File: config.mk
export PLATFORM = sky130hd
export DESIGN_NAME = status_irq_latch
export DESIGN_NICKNAME = d
export VERILOG_FILES = /design/src/rtl/sil_pkg.sv /design/src/rtl/sil_sampler.sv /design/src/rtl/sil_edge_det.sv /design/src/rtl/sil_flag.sv /design/src/rtl/status_irq_latch.sv
export SDC_FILE = /design/constraint.sdc
export NUM_CORES = 1
export LEC_CHECK = 0
export ABC_AREA = 1
export CELL_PAD_IN_SITES_DETAIL_PLACEMENT = 0
export CELL_PAD_IN_SITES_GLOBAL_PLACEMENT = 1
export CORE_AREA = 2 2 39 41
export CTS_BUF_LIST = sky130_fd_sc_hd__clkbuf_4 sky130_fd_sc_hd__clkbuf_8
export CTS_CLUSTER_SIZE = 14
export DETAILED_ROUTE_END_ITERATION = 12
export DIE_AREA = 0 0 41 43
export MAX_ROUTING_LAYER = met4
export PLACE_DENSITY = 0.47
export SLEW_MARGIN = 10
export SYNTH_ARGS = -nofsm -noshare
export SYNTH_HDL_FRONTEND = slang
export SYNTH_SLANG_ARGS = --single-unit
File: constraint.sdc
create_clock -name clk_i -period 1.1 [get_ports clk_i]
set_clock_uncertainty 0.1 [all_clocks]
set_input_delay 0.11 -clock clk_i [delete_from_list [all_inputs] [get_ports clk_i]]
set_output_delay 0.11 -clock clk_i [all_outputs]
set_load 0.03 [all_outputs]
File: src/rtl/sil_pkg.sv
package sil_pkg;

   typedef enum logic {
      SIL_RISE_ONLY  = 1'b0,
      SIL_ANY_CHANGE = 1'b1
   } sil_trig_e;

   typedef struct packed {
      logic primed;
      logic prev;
      logic cur;
   } sil_sample_t;

endpackage

File: src/rtl/sil_sampler.sv
module sil_sampler
   import sil_pkg::*;
(
   input  logic        clk_i,
   input  logic        rst_ni,
   input  logic        status_i,
   output sil_sample_t smp_o
);

   sil_sample_t smp_q;

   always_ff @(posedge clk_i or negedge rst_ni) begin
      if (!rst_ni) begin
         smp_q <= '0;
      end else if (!smp_q.primed) begin
         // first sample after reset seeds both stages: no change seen
         smp_q.cur    <= status_i;
         smp_q.prev   <= status_i;
         smp_q.primed <= 1'b1;
      end else begin
         smp_q.prev <= smp_q.cur;
         smp_q.cur  <= status_i;
      end
   end

   assign smp_o = smp_q;

endmodule

File: src/rtl/sil_edge_det.sv
module sil_edge_det
   import sil_pkg::*;
(
   input  sil_sample_t smp_i,
   input  sil_trig_e   trig_i,
   output logic        evt_o
);

   logic rise, fall;

   always_comb begin
      rise  = smp_i.cur & ~smp_i.prev;
      fall  = ~smp_i.cur & smp_i.prev;
      evt_o = 1'b0;
      if (smp_i.primed) begin
         unique case (trig_i)
            SIL_ANY_CHANGE: evt_o = rise | fall;
            default:        evt_o = rise;
         endcase
      end
   end

endmodule

File: src/rtl/sil_flag.sv
module sil_flag #(
   parameter bit FLAG_SET_WINS = 1'b1
) (
   input  logic clk_i,
   input  logic rst_ni,
   input  logic set_i,
   input  logic rd_i,
   output logic flag_o
);

   logic flag_q, flag_d;

   generate
      if (FLAG_SET_WINS) begin : g_set_wins
         always_comb flag_d = set_i | (flag_q & ~rd_i);
      end else begin : g_read_wins
         always_comb flag_d = rd_i ? 1'b0 : (flag_q | set_i);
      end
   endgenerate

   always_ff @(posedge clk_i or negedge rst_ni) begin
      if (!rst_ni) flag_q <= 1'b0;
      else         flag_q <= flag_d;
   end

   assign flag_o = flag_q;

endmodule

File: src/rtl/status_irq_latch.sv
module status_irq_latch
   import sil_pkg::*;
#(
   parameter int unsigned FLAG_SET_WINS = 1
) (
   input  logic clk_i,
   input  logic rst_ni,
   input  logic status_i,
   input  logic edge_any_i,
   input  logic mask_i,
   input  logic rd_i,
   output logic flag_o,
   output logic status_o,
   output logic irq_o
);

   localparam bit SetWins = (FLAG_SET_WINS != 0);

   generate
      if (FLAG_SET_WINS > 1) begin : g_bad_param
         $error("FLAG_SET_WINS must be 0 or 1");
      end
   endgenerate

   sil_sample_t smp;
   sil_trig_e   trig;
   logic        evt;
   logic        primed;
   logic        set;

   assign trig   = sil_trig_e'(edge_any_i);
   assign primed = smp.primed;

   sil_sampler u_sampler (
      .clk_i    (clk_i),
      .rst_ni   (rst_ni),
      .status_i (status_i),
      .smp_o    (smp)
   );

   sil_edge_det u_edge (
      .smp_i  (smp),
      .trig_i (trig),
      .evt_o  (evt)
   );

   assign set = evt & ~mask_i;

   sil_flag #(.FLAG_SET_WINS(SetWins)) u_flag (
      .clk_i  (clk_i),
      .rst_ni (rst_ni),
      .set_i  (set),
      .rd_i   (rd_i),
      .flag_o (flag_o)
   );

   assign status_o = smp.cur;
   assign irq_o    = flag_o & ~mask_i;

endmodule

* Word level (Yosys, flattened, before mapping)
Cells that the tools add are included.
Widths: inputs -> output; s select.
** Storage, ports and cells
- Flip-flop bits (word level) :: 4
- Logic and storage cells :: 18
- Output and inout bits :: 3
- Bits of input ports :: 6
** Operators by class
- Muxes and demuxes :: 3
- Bitwise operators :: 11
** Operators with widths (number)
- $and 1x1->1 :: 5
- $not 1->1 :: 4
- $mux 1 :: 2
- $mux 2 :: 1
- $or 1x1->1 :: 2

* Depth between registers and ports, before layout
Gate-level depths: netlist (run 1).
- Depth in word-level cells :: 7
- Gate-level depth with buffers :: 6
- Gate-level depth less buffers :: 6

* Hierarchy
Synthesis (run 1) repeated with hierarchy kept, for this count alone.
** Second synthesis, totals
- Cells, all modules :: 23
- Area total of the unflattened synthesis :: 182.7 sq um
** Modules (own cells, without submodules)
- sil_sampler :: area each 93.8 sq um, seq. area each 75.1 sq um, cells an instance 8, times used 1
- sil_flag :: area each 40.0 sq um, seq. area each 25.0 sq um, cells an instance 5, times used 1
- sil_edge_det :: area each 33.8 sq um, seq. area each 0.0 sq um, cells an instance 6, times used 1
- status_irq_latch :: area each 15.0 sq um, seq. area each 0.0 sq um, cells an instance 4, times used 1

* Worst setup path after synthesis (run 1)
OpenSTA, ideal clock, no wires.
- Kind :: flip-flop to output port
- From :: register u_flag.flag_q, in the netlist u_flag.flag_o
- To :: output irq_o
- Path buffers :: 0
- Stages on the path, launching flop included :: 3
- Arrival :: 0.985 ns
- Path slack :: -0.095 ns
- Path through :: dfrtp_1 > inv_1 > nor2_1
** Between the ends
- Longest elaborated chain between the ends :: 1
** Ends and longest elaborated chain
- start, declared :: RTL line sil_flag.sv:11 : logic flag_q, flag_d;
- start signal, assigned :: RTL line sil_flag.sv:23 : else flag_q <= flag_d;
- $and 1x1->1 :: RTL line status_irq_latch.sv:58 : assign irq_o = flag_o & ~mask_i;
- end, declared :: RTL line status_irq_latch.sv:14 : output logic irq_o
No other way between the ends.

* Worst setup path after layout (run 1)
Ends and elaborated chain as after synthesis.

==> results.ini, run 1 <==
[power_and_ir_drop]
finalPower_uw = 476.2
pwr-share-comb_pct = 18.1
worst_ir_drop_vdd_uv = 605.4
p_seq_share_pct = 34.7
switchingPower_uw = 113.6
leakagePower_nw = 0.1647
clkPwrFrac_pct = 47.2
sw_frac_of_total_pct = 23.86
p_int_uw = 362.6
power_density_nw_per_um2 = 1415

[place]
dpl_cell_area_sq_um = 285.3
place_ws_ns = 0.03612
dp_hpwl_um = 296.9
gp_congestion = 0.5792
numPortBuffers = 8

[critical_path]
required_ns = 0.89
worst-r2r-setup-slack_ns = 0.04
critPathTopFamily = flip-flops
crit_type = flip-flop to primary output
path_cells = inv_2 > nor2_2 > buf_6
rr_startpoint = u_sampler.smp_o[0]$_DFF_PN0_
cp-start-kind = flip-flop
slowest_delay_ns = 0.35
crit_arrival_ns = 0.85
worst-path-max-fanout = 2
cp-end-kind = primary output
ff2ff_path_depth = 4
path_buf_inv = 2
crit_slowest_cell = dfrtp_1
r2r_end = u_flag.flag_o$_DFF_PN0_

[cts]
clock_sinks = 4
numCtsBuffers = 3
cts_tree = yes
clk_latency_ns = 0.24
cts.path.max_buffers = 2
cts_setup_buffers = 0
cts.clk_slew.worst_paths_ns = 0.04
root_buffer = clkbuf_4
cts.htree.levels = 1

[timing]
hold_slack_ns = 0.2571
maxSlewViolCount = 0
fmax_mhz = 941.7
fin_setup_tns_ns = 0
setup_ws_ns = 0.03803
rsz0062_at_grt = true
layout_min_cycle_time_ns = 1.062
setup_viol = 0
hold_violations = 0
finalCritPeriodShare_pct = 96.54

[layout]
multi_input_area_sq_um = 80.08
mostFrequentLayoutCells = 5 x nand2_1, 5 x clkdlybuf4s50_1, 4 x inv_1, 4 x clkbuf_4, 3 x dfrtp_1
areaGrowthSynthToFinish_pct = 90.78
final_area_sq_um = 336.6
final_nets = 42
seqCellArea_sq_um = 101.3
antenna_cells = 0
fill_cells = 144
drive_gt1_share_pct = 38.24

[run_status]
status = complete, no violations

[min_path]
hp-class = primary input to flip-flop
worstHoldEndpoint = u_sampler.smp_o[0]$_DFF_PN0_
min_from = status_i
holdPathStages = 1

[global_route]
antenna_found_initial = 0
track_usage_pct = 5.992
grt_max_degree = 5
gr-total-overflow = 0
grt_pass1_vias = 174
grt_pass1_wl_um = 614

[logic_synthesis]
yosys.area_share.adder_pct = 7.092
synth_nets = 28
yosys.area_share.simple_pct = 23.40
synth.cell_area_sq_um = 176.4
synth_mux_area_share_pct = 0
synthCells = 21
synthDominantCellAreaShare_pct = 56.74
ys_types = 8
ys_warn_count = 0
ys_ff_latch = 4
yosysSeqAreaShare_pct = 56.74
yosysTopAreaCell = dfrtp_1
synthXorXnorAreaFrac_pct = 0
synth_compound_area_share_pct = 0
syn_area_per_cell_sq_um = 8.401
synth_top_family_by_area = simple AND/OR/NAND/NOR gates
synthTopCellsByArea = dfrtp_1 57%, nand2_1 13%, inv_1 11%

[drt]
drc_errors = 0
final_antenna_net_count = 0
first_iter_violations = 1
wl_per_cell_um = 7.580
vias_per_cell = 3.360
vias = 168
drt_pre_antenna_iters = 2
drt_wl_total_um = 379

[floorplanning]
core-area_sq_um = 1384
num_rows = 14
design.die.area_sq_um = 1763
ios = 9
start_util_pct = 12.75
dieWidth_um = 41
fp.dieH_um = 43

[job]
cap_viol_max_count = 0

-- state kept, by name, summed over array words and instances, names as in the netlist --
name,count
u_flag.flag_o,1
u_sampler.smp_o,3
-- per-stage QoR --
stage | utilization (%) | instances
finish | 24.32 | 50
global route | 24.32 | 50
CTS | 23.51 | 50
detailed placement | 20.61 | 45
global placement | 20.61 | 45
floorplan | - | 21
-- cell type report --
cell class | count | area share, %
sequential | 4 | 30.11
clock buffer | 4 | 8.922
timing repair buffer | 9 | 25.65
multi-input combinational | 12 | 23.79
tap | 16 | 5.948
inverter | 5 | 5.576
-- kinds of logic after synthesis --
kind of cell / count (synthesis)
buffers and inverters: 5
other: 1
DFF: 4
adders and majority gates: 1
and+or+nand+nor: 10
-- synth_stat cells (all sizes together) --
cell type and count:
or2 1, inv 5, conb 1, nor2 2, nand2 6, dfrtp 4
ha 1, nand3 1
-- worst max-delay path by stage --
stage / cells past startpoint / to / startpoint / slack, ns
4_1_cts: 3 / irq_o / u_flag.flag_o$_DFF_PN0_ / 0.004
6_report: 3 / irq_o / u_flag.flag_o$_DFF_PN0_ / 0.04
3_3_place_gp: 4 / u_flag.flag_o$_DFF_PN0_ / u_sampler.smp_o[0]$_DFF_PN0_ / 0.04
3_5_place_dp: 4 / u_flag.flag_o$_DFF_PN0_ / u_sampler.smp_o[0]$_DFF_PN0_ / 0.04
5_1_grt: 3 / irq_o / u_flag.flag_o$_DFF_PN0_ / -0.02
2_1_floorplan: 4 / u_flag.flag_o$_DFF_PN0_ / u_sampler.smp_o[0]$_DFF_PN0_ / -0.01
-- power groups by stage --
stage | logic, mW | clock network, mW | registers [mW]
after CTS | 0.0812 | 0.236 | 0.165
final | 0.0863 | 0.225 | 0.165
after global placement | 0.0757 | 0 | 0.166
after global routing | 0.0948 | 0.253 | 0.167
after detailed placement | 0.0780 | 0 | 0.167
after floorplan | 0.0270 | 0 | 0.177
-- layer usage --
metal / share of wire (%) / vias to the layer above / global-route usage, %
met3: 19 / 0 / 6.283
met5: 0 / - / -
met1: 38 / 73 / 4.886
met4: 0 / 0 / 4.000
met2: 43 / 11 / 7.813
li1: - / 84 / -
-- what timing repair did --
item                                   4_1_cts  5_1_grt
resized for setup                            0        4
setup endpoints to repair                    0        2
hold buffers                                 1        0
endpoints found under the hold margin        4        0
Power figures use the tool's default switching activity.
==> inputs of run 2 (changes only) <==
--- a/config.mk
+++ b/config.mk
@@ -10,7 +10,7 @@
 export CELL_PAD_IN_SITES_GLOBAL_PLACEMENT = 1
 export CORE_AREA = 2 2 39 41
 export CTS_BUF_LIST = sky130_fd_sc_hd__clkbuf_4 sky130_fd_sc_hd__clkbuf_8
-export CTS_CLUSTER_SIZE = 14
+export CTS_CLUSTER_SIZE = 25
 export DETAILED_ROUTE_END_ITERATION = 12
 export DIE_AREA = 0 0 41 43
 export MAX_ROUTING_LAYER = met4
==> results of run 2 <==
The final DEF is identical to that of run 1; final timing and power are the same.
==> inputs of run 3 (changes only) <==
--- a/config.mk
+++ b/config.mk
@@ -14,7 +14,7 @@
 export DETAILED_ROUTE_END_ITERATION = 12
 export DIE_AREA = 0 0 41 43
 export MAX_ROUTING_LAYER = met4
-export PLACE_DENSITY = 0.47
+export PLACE_DENSITY = 0.49
 export SLEW_MARGIN = 10
 export SYNTH_ARGS = -nofsm -noshare
 export SYNTH_HDL_FRONTEND = slang
==> run 3 against run 2 <==
Net effect: sequential cell count did not move; critical path depth up 1; sequential share of layout area unchanged; die area is the same; register-to-register slack is essentially flat; clock-buffer cell count stayed put; clock power is essentially flat; worst hold slack worse by 0.013 ns; design area stayed put; non-clock buffer count did not move; largest cell class unchanged.
==> results.ini, run 3 (synthesis gave the netlist of run 1 again) <==
[timing]
maxSlewViolCount = 0
hold_violations = 0
rsz0062_at_grt = true
fmax_mhz = 929.4
layout_min_cycle_time_ns = 1.076
finalCritPeriodShare_pct = 97.82
hold_slack_ns = 0.2437
fin_setup_tns_ns = 0
setup_viol = 0

[global_route]
globalRouteMet3Util_pct = 3.141
use_met1_pct = 6.863
antenna_found_initial = 0
gr-total-overflow = 0
busiest_layer = met1
grt_pass1_wl_um = 627
gr-usage-met2_pct = 6.563
track_usage_pct = 5.895
grt_max_degree = 5
grt_pass1_vias = 168

[drt]
first_iter_violations = 3
final_antenna_net_count = 0
wl_per_cell_um = 7.460
drt_wl_total_um = 373
vias = 166
vias_per_cell = 3.320
drt_pre_antenna_iters = 2
drc_errors = 0

[critical_path]
path_buf_inv = 0
worst-path-max-fanout = 3
critPathTopFamily = flip-flops
slowest_delay_ns = 0.43
crit_slowest_cell = dfrtp_2
cp-end-kind = flip-flop
crit_arrival_ns = 1.09
path_cells = ha_4 > nand2_2 > nand3_2 > nand2_1
cp-start-kind = flip-flop
required_ns = 1.12
crit_type = flip-flop to flip-flop

[floorplanning]
design.die.area_sq_um = 1763
dieWidth_um = 41
start_util_pct = 12.75
core-area_sq_um = 1384
ios = 9
fp.dieH_um = 43
num_rows = 14

[layout]
fin_cells = 50
final_nets = 42
final_area_sq_um = 336.6
mostFrequentLayoutCells = 5 x nand2_1, 5 x clkdlybuf4s50_1, 4 x inv_1, 4 x clkbuf_4, 3 x dfrtp_1
drive_gt1_share_pct = 38.24
largest_register_ffs = 3
antenna_cells = 0
areaGrowthSynthToFinish_pct = 90.78

[cts]
clock_sinks = 4
root_buffer = clkbuf_4
numCtsBuffers = 3
cts.clk_slew.worst_paths_ns = 0.05
cts.htree.levels = 1
cts_tree = yes
cts.path.max_buffers = 2
clk_latency_ns = 0.24
cts_setup_buffers = 0

[power_and_ir_drop]
worst_ir_drop_vdd_uv = 417.3
finalPower_uw = 479.8
power_density_nw_per_um2 = 1426
p_int_uw = 362.7
clkPwrFrac_pct = 47.6
sw_frac_of_total_pct = 24.41
leakagePower_nw = 0.1647
p_seq_share_pct = 34.4
pwr-share-comb_pct = 18.0
switchingPower_uw = 117.1

[place]
gp_congestion = 0.6669
numPortBuffers = 8
dpl_cell_area_sq_um = 285.3
numPlacedInstances = 45
dp_hpwl_um = 298.4

[run_status]
status = complete, no violations

[job]
cap_viol_max_count = 0

[min_path]
hp-class = primary input to flip-flop

==> run 3: what timing repair did <==
item	in CTS	in global routing
hold buffers	1	0
gates resized for setup	0	4
setup endpoints to repair	0	2
endpoints found under the hold margin	4	0
==> run 3: power groups by stage <==
stage               Combinational, mW  Sequential [mW]  Clock (mW)
finish                         0.0863            0.165       0.228
global route                   0.0960            0.166       0.252
CTS                            0.0817            0.164       0.239
detailed placement             0.0784            0.166           0
global placement               0.0778            0.166           0
floorplan                      0.0270            0.177           0
==> run 3: layer usage <==
layer	part of all wire, %	vias up
li1	-	84
met1	45	74
met5	0	-
met3	14	0
met4	0	0
met2	40	8
==> run 3: worst paths after layout <==
path                                         startpoint                           end  slack [ns]  cells after the start
max                        u_sampler.smp_o[0]$_DFF_PN0_       u_flag.flag_o$_DFF_PN0_        0.02                      4
min                                            status_i  u_sampler.smp_o[0]$_DFF_PN0_        0.24                      1
max reg2reg                u_sampler.smp_o[0]$_DFF_PN0_       u_flag.flag_o$_DFF_PN0_        0.02                      4
min reg2reg                u_sampler.smp_o[2]$_DFF_PN0_  u_sampler.smp_o[1]$_DFF_PN0_        0.39                      2
max in group asynchronous                        rst_ni  u_sampler.smp_o[0]$_DFF_PN0_        0.20                      2
min in group asynchronous                        rst_ni  u_sampler.smp_o[2]$_DFF_PN0_        0.51                      2
==> run 3: final cells by class <==
type                    instances  area, sq um
fillers                       159         1047
flip-flops and latches          4        101.3
repair buffers                  9        86.33
inverters                       5        18.77
multi-input cells              12        80.08
clock buffers                   4        30.03
well taps                      16        20.02
==> run 3: per-stage QoR <==
| stage | utilization [%] | setup slack, ns |
|---|---|---|
| 6_report | 24.32 | 0.02399 |
| 5_1_grt | 24.32 | -0.01761 |
| 4_1_cts | 23.51 | 0.007363 |
| 3_5_place_dp | 20.61 | 0.02643 |
| 3_3_place_gp | 20.61 | 0.03543 |
| 2_1_floorplan | - | -0.01038 |
